File: src/rtl/pps_pkg.sv
package pps_pkg;

    // Stages in the control-input synchronizer; the restart load is shortened by this.
    localparam int SYNC_STAGES = 2;

    typedef enum logic [1:0] {
        RATE_1M  = 2'b00,
        RATE_2M5 = 2'b01,
        RATE_5M  = 2'b10,
        RATE_10M = 2'b11
    } rate_e;

    typedef enum logic {
        ST_RUN  = 1'b0,
        ST_HALT = 1'b1
    } mode_e;

    typedef struct packed {
        logic arm_take;   // arm request accepted this cycle
        logic sync_rise;  // synchronized rising edge on sync
    } ctl_t;

    function automatic int max4(input int a, input int b, input int c, input int d);
        int m;
        m = a;
        if (b > m) m = b;
        if (c > m) m = c;
        if (d > m) m = d;
        return m;
    endfunction

endpackage

File: src/rtl/pps_sync2.sv
module pps_sync2 #(
    parameter int             W       = 2,
    parameter int             STAGES  = 2,
    parameter logic [W-1:0]   RST_VAL = '0
) (
    input  logic         clk,
    input  logic         rst,
    input  logic [W-1:0] d,
    output logic [W-1:0] q
);
    logic [W-1:0] stg [STAGES];

    always_ff @(posedge clk) begin
        if (rst) begin
            for (int i = 0; i < STAGES; i++) stg[i] <= RST_VAL;
        end else begin
            stg[0] <= d;
            for (int i = 1; i < STAGES; i++) stg[i] <= stg[i-1];
        end
    end

    assign q = stg[STAGES-1];
endmodule

File: src/rtl/pps_prescale.sv
module pps_prescale import pps_pkg::*; #(
    parameter int CYC_1M  = 10000,
    parameter int CYC_2M5 = 25000,
    parameter int CYC_5M  = 50000,
    parameter int CYC_10M = 100000
) (
    input  logic  clk,
    input  logic  rst,
    input  logic  run,
    input  logic  restart,
    input  rate_e rate,
    output logic  tick
);
    localparam int MAXL = max4(CYC_1M, CYC_2M5, CYC_5M, CYC_10M);
    localparam int CW   = $clog2(MAXL);

    logic [CW-1:0] cnt;
    logic [CW-1:0] load_v;

    always_comb begin
        unique case (rate)
            RATE_1M:  load_v = CW'(CYC_1M  - 1);
            RATE_2M5: load_v = CW'(CYC_2M5 - 1);
            RATE_5M:  load_v = CW'(CYC_5M  - 1);
            default:  load_v = CW'(CYC_10M - 1);
        endcase
    end

    // Rate code is only consulted on reload, so a mid-tick change cannot bend a tick.
    always_ff @(posedge clk) begin
        if (rst)
            cnt <= load_v;
        else if (restart)
            cnt <= load_v - CW'(SYNC_STAGES);
        else if (run) begin
            if (cnt == '0) cnt <= load_v;
            else           cnt <= cnt - CW'(1);
        end
    end

    assign tick = run && (cnt == '0);

    AST_CNT_BOUND: assert property (@(posedge clk) disable iff (rst)
        cnt <= CW'(MAXL - 1));
    AST_CNT_FROZEN: assert property (@(posedge clk) disable iff (rst)
        (!run && !restart) |=> $stable(cnt));
    AST_CNT_STEP: assert property (@(posedge clk) disable iff (rst)
        (run && !restart && cnt != '0) |=> cnt == $past(cnt) - CW'(1));
endmodule

File: src/rtl/pps_phase.sv
module pps_phase #(
    parameter int PHASE_MOD  = 100,
    parameter int HIGH_TICKS = 10
) (
    input  logic clk,
    input  logic rst,
    input  logic tick,
    input  logic clear,
    output logic pulse
);
    localparam int PW = $clog2(PHASE_MOD);

    logic [PW-1:0] ph;

    always_ff @(posedge clk) begin
        if (rst || clear)
            ph <= '0;
        else if (tick)
            ph <= (ph == PW'(PHASE_MOD - 1)) ? '0 : ph + PW'(1);
    end

    assign pulse = ph < PW'(HIGH_TICKS);

    AST_PHASE_BOUND: assert property (@(posedge clk) disable iff (rst)
        ph < PW'(PHASE_MOD));
    AST_PHASE_ADVANCE: assert property (@(posedge clk) disable iff (rst)
        (tick && !clear && ph != PW'(PHASE_MOD - 1)) |=> ph == $past(ph) + PW'(1));
    AST_CLEAR_HIGH: assert property (@(posedge clk) disable iff (rst)
        clear |=> pulse);
endmodule

File: src/rtl/pps_divider.sv
module pps_divider import pps_pkg::*; #(
    parameter int CYC_1M     = 10000,
    parameter int CYC_2M5    = 25000,
    parameter int CYC_5M     = 50000,
    parameter int CYC_10M    = 100000,
    parameter int PHASE_MOD  = 100,
    parameter int HIGH_TICKS = 10
) (
    input  logic       clk,
    input  logic       rst,
    input  logic [1:0] rate_sel,
    input  logic       arm_n,
    input  logic       sync_in,
    output logic       pps_out
);
    logic [1:0] ctl_raw;
    logic [1:0] ctl_s;      // [1] arm_n, [0] sync_in, both synchronized
    logic       sync_prev;
    mode_e      mode;
    ctl_t       ctl;
    logic       tick;

    assign ctl_raw = {arm_n, sync_in};

    pps_sync2 #(.W(2), .STAGES(SYNC_STAGES), .RST_VAL(2'b10)) u_sync (
        .clk (clk),
        .rst (rst),
        .d   (ctl_raw),
        .q   (ctl_s)
    );

    always_ff @(posedge clk) begin
        if (rst) sync_prev <= 1'b0;
        else     sync_prev <= ctl_s[0];
    end

    assign ctl.arm_take  = (mode == ST_RUN) && !ctl_s[1] && pps_out;
    assign ctl.sync_rise = ctl_s[0] && !sync_prev;

    always_ff @(posedge clk) begin
        if (rst)
            mode <= ST_RUN;
        else begin
            unique case (mode)
                ST_RUN:  if (ctl.arm_take)  mode <= ST_HALT;
                ST_HALT: if (ctl.sync_rise) mode <= ST_RUN;
                default: mode <= ST_RUN;
            endcase
        end
    end

    pps_prescale #(
        .CYC_1M (CYC_1M),
        .CYC_2M5(CYC_2M5),
        .CYC_5M (CYC_5M),
        .CYC_10M(CYC_10M)
    ) u_pre (
        .clk    (clk),
        .rst    (rst),
        .run    (mode == ST_RUN),
        .restart((mode == ST_HALT) && ctl.sync_rise),
        .rate   (rate_e'(rate_sel)),
        .tick   (tick)
    );

    pps_phase #(
        .PHASE_MOD (PHASE_MOD),
        .HIGH_TICKS(HIGH_TICKS)
    ) u_ph (
        .clk  (clk),
        .rst  (rst),
        .tick (tick),
        .clear(ctl.arm_take),
        .pulse(pps_out)
    );

    AST_ARM_ONLY_HIGH: assert property (@(posedge clk) disable iff (rst)
        $rose(mode == ST_HALT) |-> $past(pps_out));
    AST_HALT_HOLDS_HIGH: assert property (@(posedge clk) disable iff (rst)
        (mode == ST_HALT) |-> pps_out);
    AST_NO_TICK_HALTED: assert property (@(posedge clk) disable iff (rst)
        (mode == ST_HALT) |-> !tick);
endmodule

File: config.mk
export PLATFORM = sky130hd
export DESIGN_NAME = pps_divider
export DESIGN_NICKNAME = d
export VERILOG_FILES = /design/src/rtl/pps_pkg.sv /design/src/rtl/pps_sync2.sv /design/src/rtl/pps_prescale.sv /design/src/rtl/pps_phase.sv /design/src/rtl/pps_divider.sv
export SDC_FILE = /design/constraint.sdc
export NUM_CORES = 1
export LEC_CHECK = 0
export BUFFER_PORTS_ARGS = -buffer_cell sky130_fd_sc_hd__buf_2
export CORE_UTILIZATION = 45
export CTS_BUF_LIST = sky130_fd_sc_hd__clkbuf_4 sky130_fd_sc_hd__clkbuf_8 sky130_fd_sc_hd__clkbuf_16
export DETAILED_ROUTE_END_ITERATION = 6
export HOLD_SLACK_MARGIN = 0.05
export PLACE_DENSITY_LB_ADDON = 0.05
export SYNTH_ARGS = -nofsm -noshare
export SYNTH_HDL_FRONTEND = slang
export SYNTH_HIERARCHICAL = 1
export SYNTH_SLANG_ARGS = --single-unit
File: constraint.sdc
create_clock -name clk -period 6.5 [get_ports clk]
set_input_delay 0.65 -clock clk [delete_from_list [all_inputs] [get_ports clk]]
set_output_delay 0.65 -clock clk [all_outputs]
set_load 0.03 [all_outputs]
Word-level counts from Yosys, hierarchy flattened
Memory sizes are Yosys's and may differ from the RTL's.
Cells that the tools add are included.

cells by class
  bitwise operators = 3
  multiplexer cells = 14
  magnitude comparators = 1
  add/subtract/negate cells = 3
  reductions and logical operators = 10
  eq/ne operators = 4

operator list
  cell                                                                           number
  17-bit 2-to-1 mux                                                              4
  17-bit one-hot mux with 3 select lines                                         1
  17-bit zero test                                                               1
  17-bit by 1-bit subtractor with 17-bit output (second input constant)          1
  17-bit by 2-bit subtractor with 17-bit output (second input constant)          1
  7-bit by 1-bit adder with 7-bit output (second input constant)                 1
  7-bit equality test (second input constant)                                    1
  7-bit by 4-bit less-than comparator with 1-bit output (second input constant)  1
  7-bit 2-to-1 mux                                                               1
  1-bit logical AND                                                              5
  1-bit 2-to-1 mux                                                               5
  2-bit 2-to-1 mux                                                               2
  3-bit by 2-bit != test with 1-bit output (second input constant)               1
  2-bit by 1-bit equality test with 1-bit output (second input constant)         1
  2-bit equality test (second input constant)                                    1
  1-bit zero test                                                                2
  2-bit zero test                                                                1
  1-bit OR                                                                       2
  1-bit one-hot mux with 2 select lines                                          1
  1-bit logical OR                                                               1
  1-bit inverter                                                                 1

word-level totals
  output and inout bits = 1
  memories = 1
  bits in writable memories = 4
  bits of input ports = 6
  flip-flop bits (word level) = 26

memories
  memory      depth  width  read ports  clocked after memory_dff  write ports  line             source
  u_sync.stg  2      2      2           0                         2            pps_sync2.sv:11  logic [W-1:0] stg [STAGES];

Longest topological paths before layout
  depth in word-level cells = 6
  mapped depth = 9
  gate-level depth less buffers = 8

Hierarchy
Netlist, hierarchy kept.

by module, submodules not included
  module        sequential area each (um^2)  area an instance (um^2)  cells an instance  times used
  pps_prescale  510.5                        1071.0                   100                1
  pps_phase     140.1                        341.6                    37                 1
  pps_sync2     80.1                         120.1                    10                 1
  pps_divider   40.0                         85.1                     8                  1

Worst setup path after synthesis
No wires, ideal clock.

  kind = register to register
  start point = register u_pre.cnt[5]
  end point = register u_ph.ph[6]
  buffers on the path = 1
  stages on the path, launching flop included = 9
  required time = 6.381 ns
  library setup time = 0.119 ns
  arrival time = 2.322 ns
  path slack = 4.060 ns
  path through = edfxtp_1 nor4_4 nand4_4 or4_1 nor2_1 buf_2 nand3_2 o31a_1 o221a_1

on the way
  cells in the longest elaborated chain, start to end = 2

ends and longest elaborated chain
  item                    line                source
  start, declared         pps_prescale.sv:17  logic [CW-1:0] cnt;
  start signal, assigned  pps_prescale.sv:32  cnt <= load_v;
  start signal, assigned  pps_prescale.sv:34  cnt <= load_v - CW'(SYNC_STAGES);
  start signal, assigned  pps_prescale.sv:36  if (cnt == '0) cnt <= load_v;
  17-bit zero test        pps_prescale.sv:41  assign tick = run && (cnt == '0);
  1-bit logical AND       pps_prescale.sv:41
  net tick                pps_divider.sv:21   logic tick;
  end signal, assigned    pps_phase.sv:19     ph <= (ph == PW'(PHASE_MOD - 1)) ? '0 : ph + PW'(1);
  end, declared           pps_phase.sv:13     logic [PW-1:0] ph;

The timed path passes the listed nets, and every way through them passes these cells.
A chain may end at the register's enable or synchronous reset.

Worst setup path after layout
  start point = register u_pre.cnt[3]
  end point = register u_ph.ph[5]

Same word-level chain as after synthesis.

==> metrics.txt <==
highest clock rate=0.350 GHz; clk sinks=30; status=finished, final reports clean; clock latency at the later pin of the worst-skew pair=0.34 ns; CP max FO=6; Worst Path Arrival=3.13 ns; H-Tree Depth=2; post-synthesis net count=168; share of cells above drive strength 1=0.134; starting density of the core=0.477; number of iterations in the first detailed-routing pass=4; IO Count=7; Synth cell types=39; Worst IR Drop VDD=0.0000957 V; post-route cell area=1740 um2; post-CTS setup buffer count=0; largest cells by area after synthesis=edfxtp_1, dfxtp_1, ha_1; type of origin of the critical path=flop; synth warn=6; setup_tns=0 ns; Synth Cell Area=1620 um2; DRC viols=0; Max Root-Sink Buffers=2; Nets=176; DP HPWL=2.03 mm; DR iter-0 viols=42; port bufs=6; Critical Path End Type=flop; HP Class=reg -> reg; global-route wire length before repair=4.84 mm; CTS Hold Bufs=0; clock root cell=clkbuf_4; core area=3390 um2; DR top layer=met4; P&R area growth vs syn=7.50%; Hold Violations, Final=0; final setup vio count=0; Mapped Cells=155; Total GRT Usage=0.180; Area after DPL=1680 um2; largest net degree at the start of global routing=18; share of the yosys chip area belonging to registers=0.476; placed insts=202; CTS tree=yes; final critical path time including I/O delays and setup=2.86 ns; total grt overflow=0; Die H=62.0 um; met2 wire length=1.21 mm; maxcap violations=0; Tcrit/Tclk final=0.440; CTS resizes=0; die width=62.0 um; Syn Area/Cell=10.4 um2; dominant cell type by area after synthesis=edfxtp_1; initial antenna violation count=0; ys async rst share=0; main flop type after synthesis=edfxtp_1; RSZ-0062 raised after global routing=false; relative slew slack=0.332; Synth Register Bits=30; Worst-Margin Slew=0.991 ns; WL final=2.85 mm; die area=3840 um2; gpl congestion=0.824; Clock Skews=0.00738 ns; Antenna Nets Post-Route=0; Worst-path clk slew=0.09 ns; critical path class=reg -> reg; Num CTS Buffers=5; DR WL met3=82 um; number of global-route vias before repair=1,112; Power Density=224 nW/um2; vias post-DR=1,120; Pins Over Slew Limit=0; Final Hold Slack=0.410 ns; Post-synth EDFFs=17; commonest cells after routing, fill and taps aside=nor2_1, edfxtp_1, nand2_1; post-synth top area share=0.316; metal1 wirelength=1.48 mm; Crit path required time=6.77 ns; placement row count=21; P_leak=0.000641 uW; post-route insts no fill=210; Via-to-Cell Ratio=5.33; WL per Instance=13.6 um; number of diodes=0
flip-flops by register name, indices dropped and copies added, names as in the netlist:
signal / count
mode: 1
sync_prev: 1
u_ph/ph: 7
u_pre/cnt: 17
u_sync/stg: 4
worst max-delay path, stage by stage (launching register included):
cell      delay (ns)
edfxtp_1        0.46
nor4_4          0.43
nand4_4         0.19
or4_1           0.53
nor2_1          0.38
nand4_1         0.24
or3_1           0.40
a21oi_1         0.15
cell usage after synthesis, types with 2 or more instances:
library cell,instances
or2_1,3
nand2_1,15
nand4_1,3
nor2_1,17
o21ai_0,7
nor2b_1,3
o31a_1,2
buf_2,3
ha_1,7
xnor2_1,7
inv_1,6
xor2_1,10
or3_1,6
a21boi_0,2
dfxtp_1,13
nor3_1,5
a21oi_1,7
buf_4,2
edfxtp_1,17
where the power goes:
part | leakage, uW | switching, uW | internal (uW)
Combinational | 0.000319 | 21.0 | 16.5
Sequential | 0.000283 | 13.7 | 217
Clock | 0.0000387 | 65.5 | 56.5
final cells by class:
type / instances / area [um2]
multi-input combinational: 114 / 795
fill: 291 / 1650
sequential: 30 / 771
clock buffer: 7 / 58.8
inverter: 6 / 22.5
timing repair buffer: 6 / 30.0
clock inverter: 1 / 5.00
tap: 46 / 57.6
logic make-up after synthesis:
kind of cell	after synthesis	synth area share
AO/OA/AOI/OAI	24	0.106
XOR/XNOR	17	0.0920
AND/OR/NAND/NOR	65	0.233
buffers and inverters	11	0.0325
multiplexers	1	0.00619
flip-flops	30	0.476
adder cells (fa/ha/maj)	7	0.0541
metrics by stage:
stage | total power (uW) | setup slack (ns) | util
2_1_floorplan | 261 | 4.06 | -
3_3_place_gp | 271 | 3.77 | 0.494
3_5_place_dp | 272 | 3.67 | 0.494
4_1_cts | 396 | 3.64 | 0.513
5_1_grt | 411 | 3.44 | 0.513
6_report | 390 | 3.64 | 0.513
worst paths after layout:
kind,start,end,slack (ns),cells past startpoint
max,u_pre/cnt[3],u_ph/ph[5],3.64,7
max reg2reg,u_pre/cnt[3],u_ph/ph[5],3.64,7
min,u_sync/stg[0][1],u_sync/stg[0][3],0.41,1
min reg2reg,u_sync/stg[0][1],u_sync/stg[0][3],0.41,1
layer usage:
metal / vias up / track usage
li1: 568 / -
met4: 0 / 0.117
met1: 524 / 0.226
met3: 7 / 0.0373
met2: 21 / 0.280
met5: - / 0
Note: power is estimated with default switching activity, not from simulation.
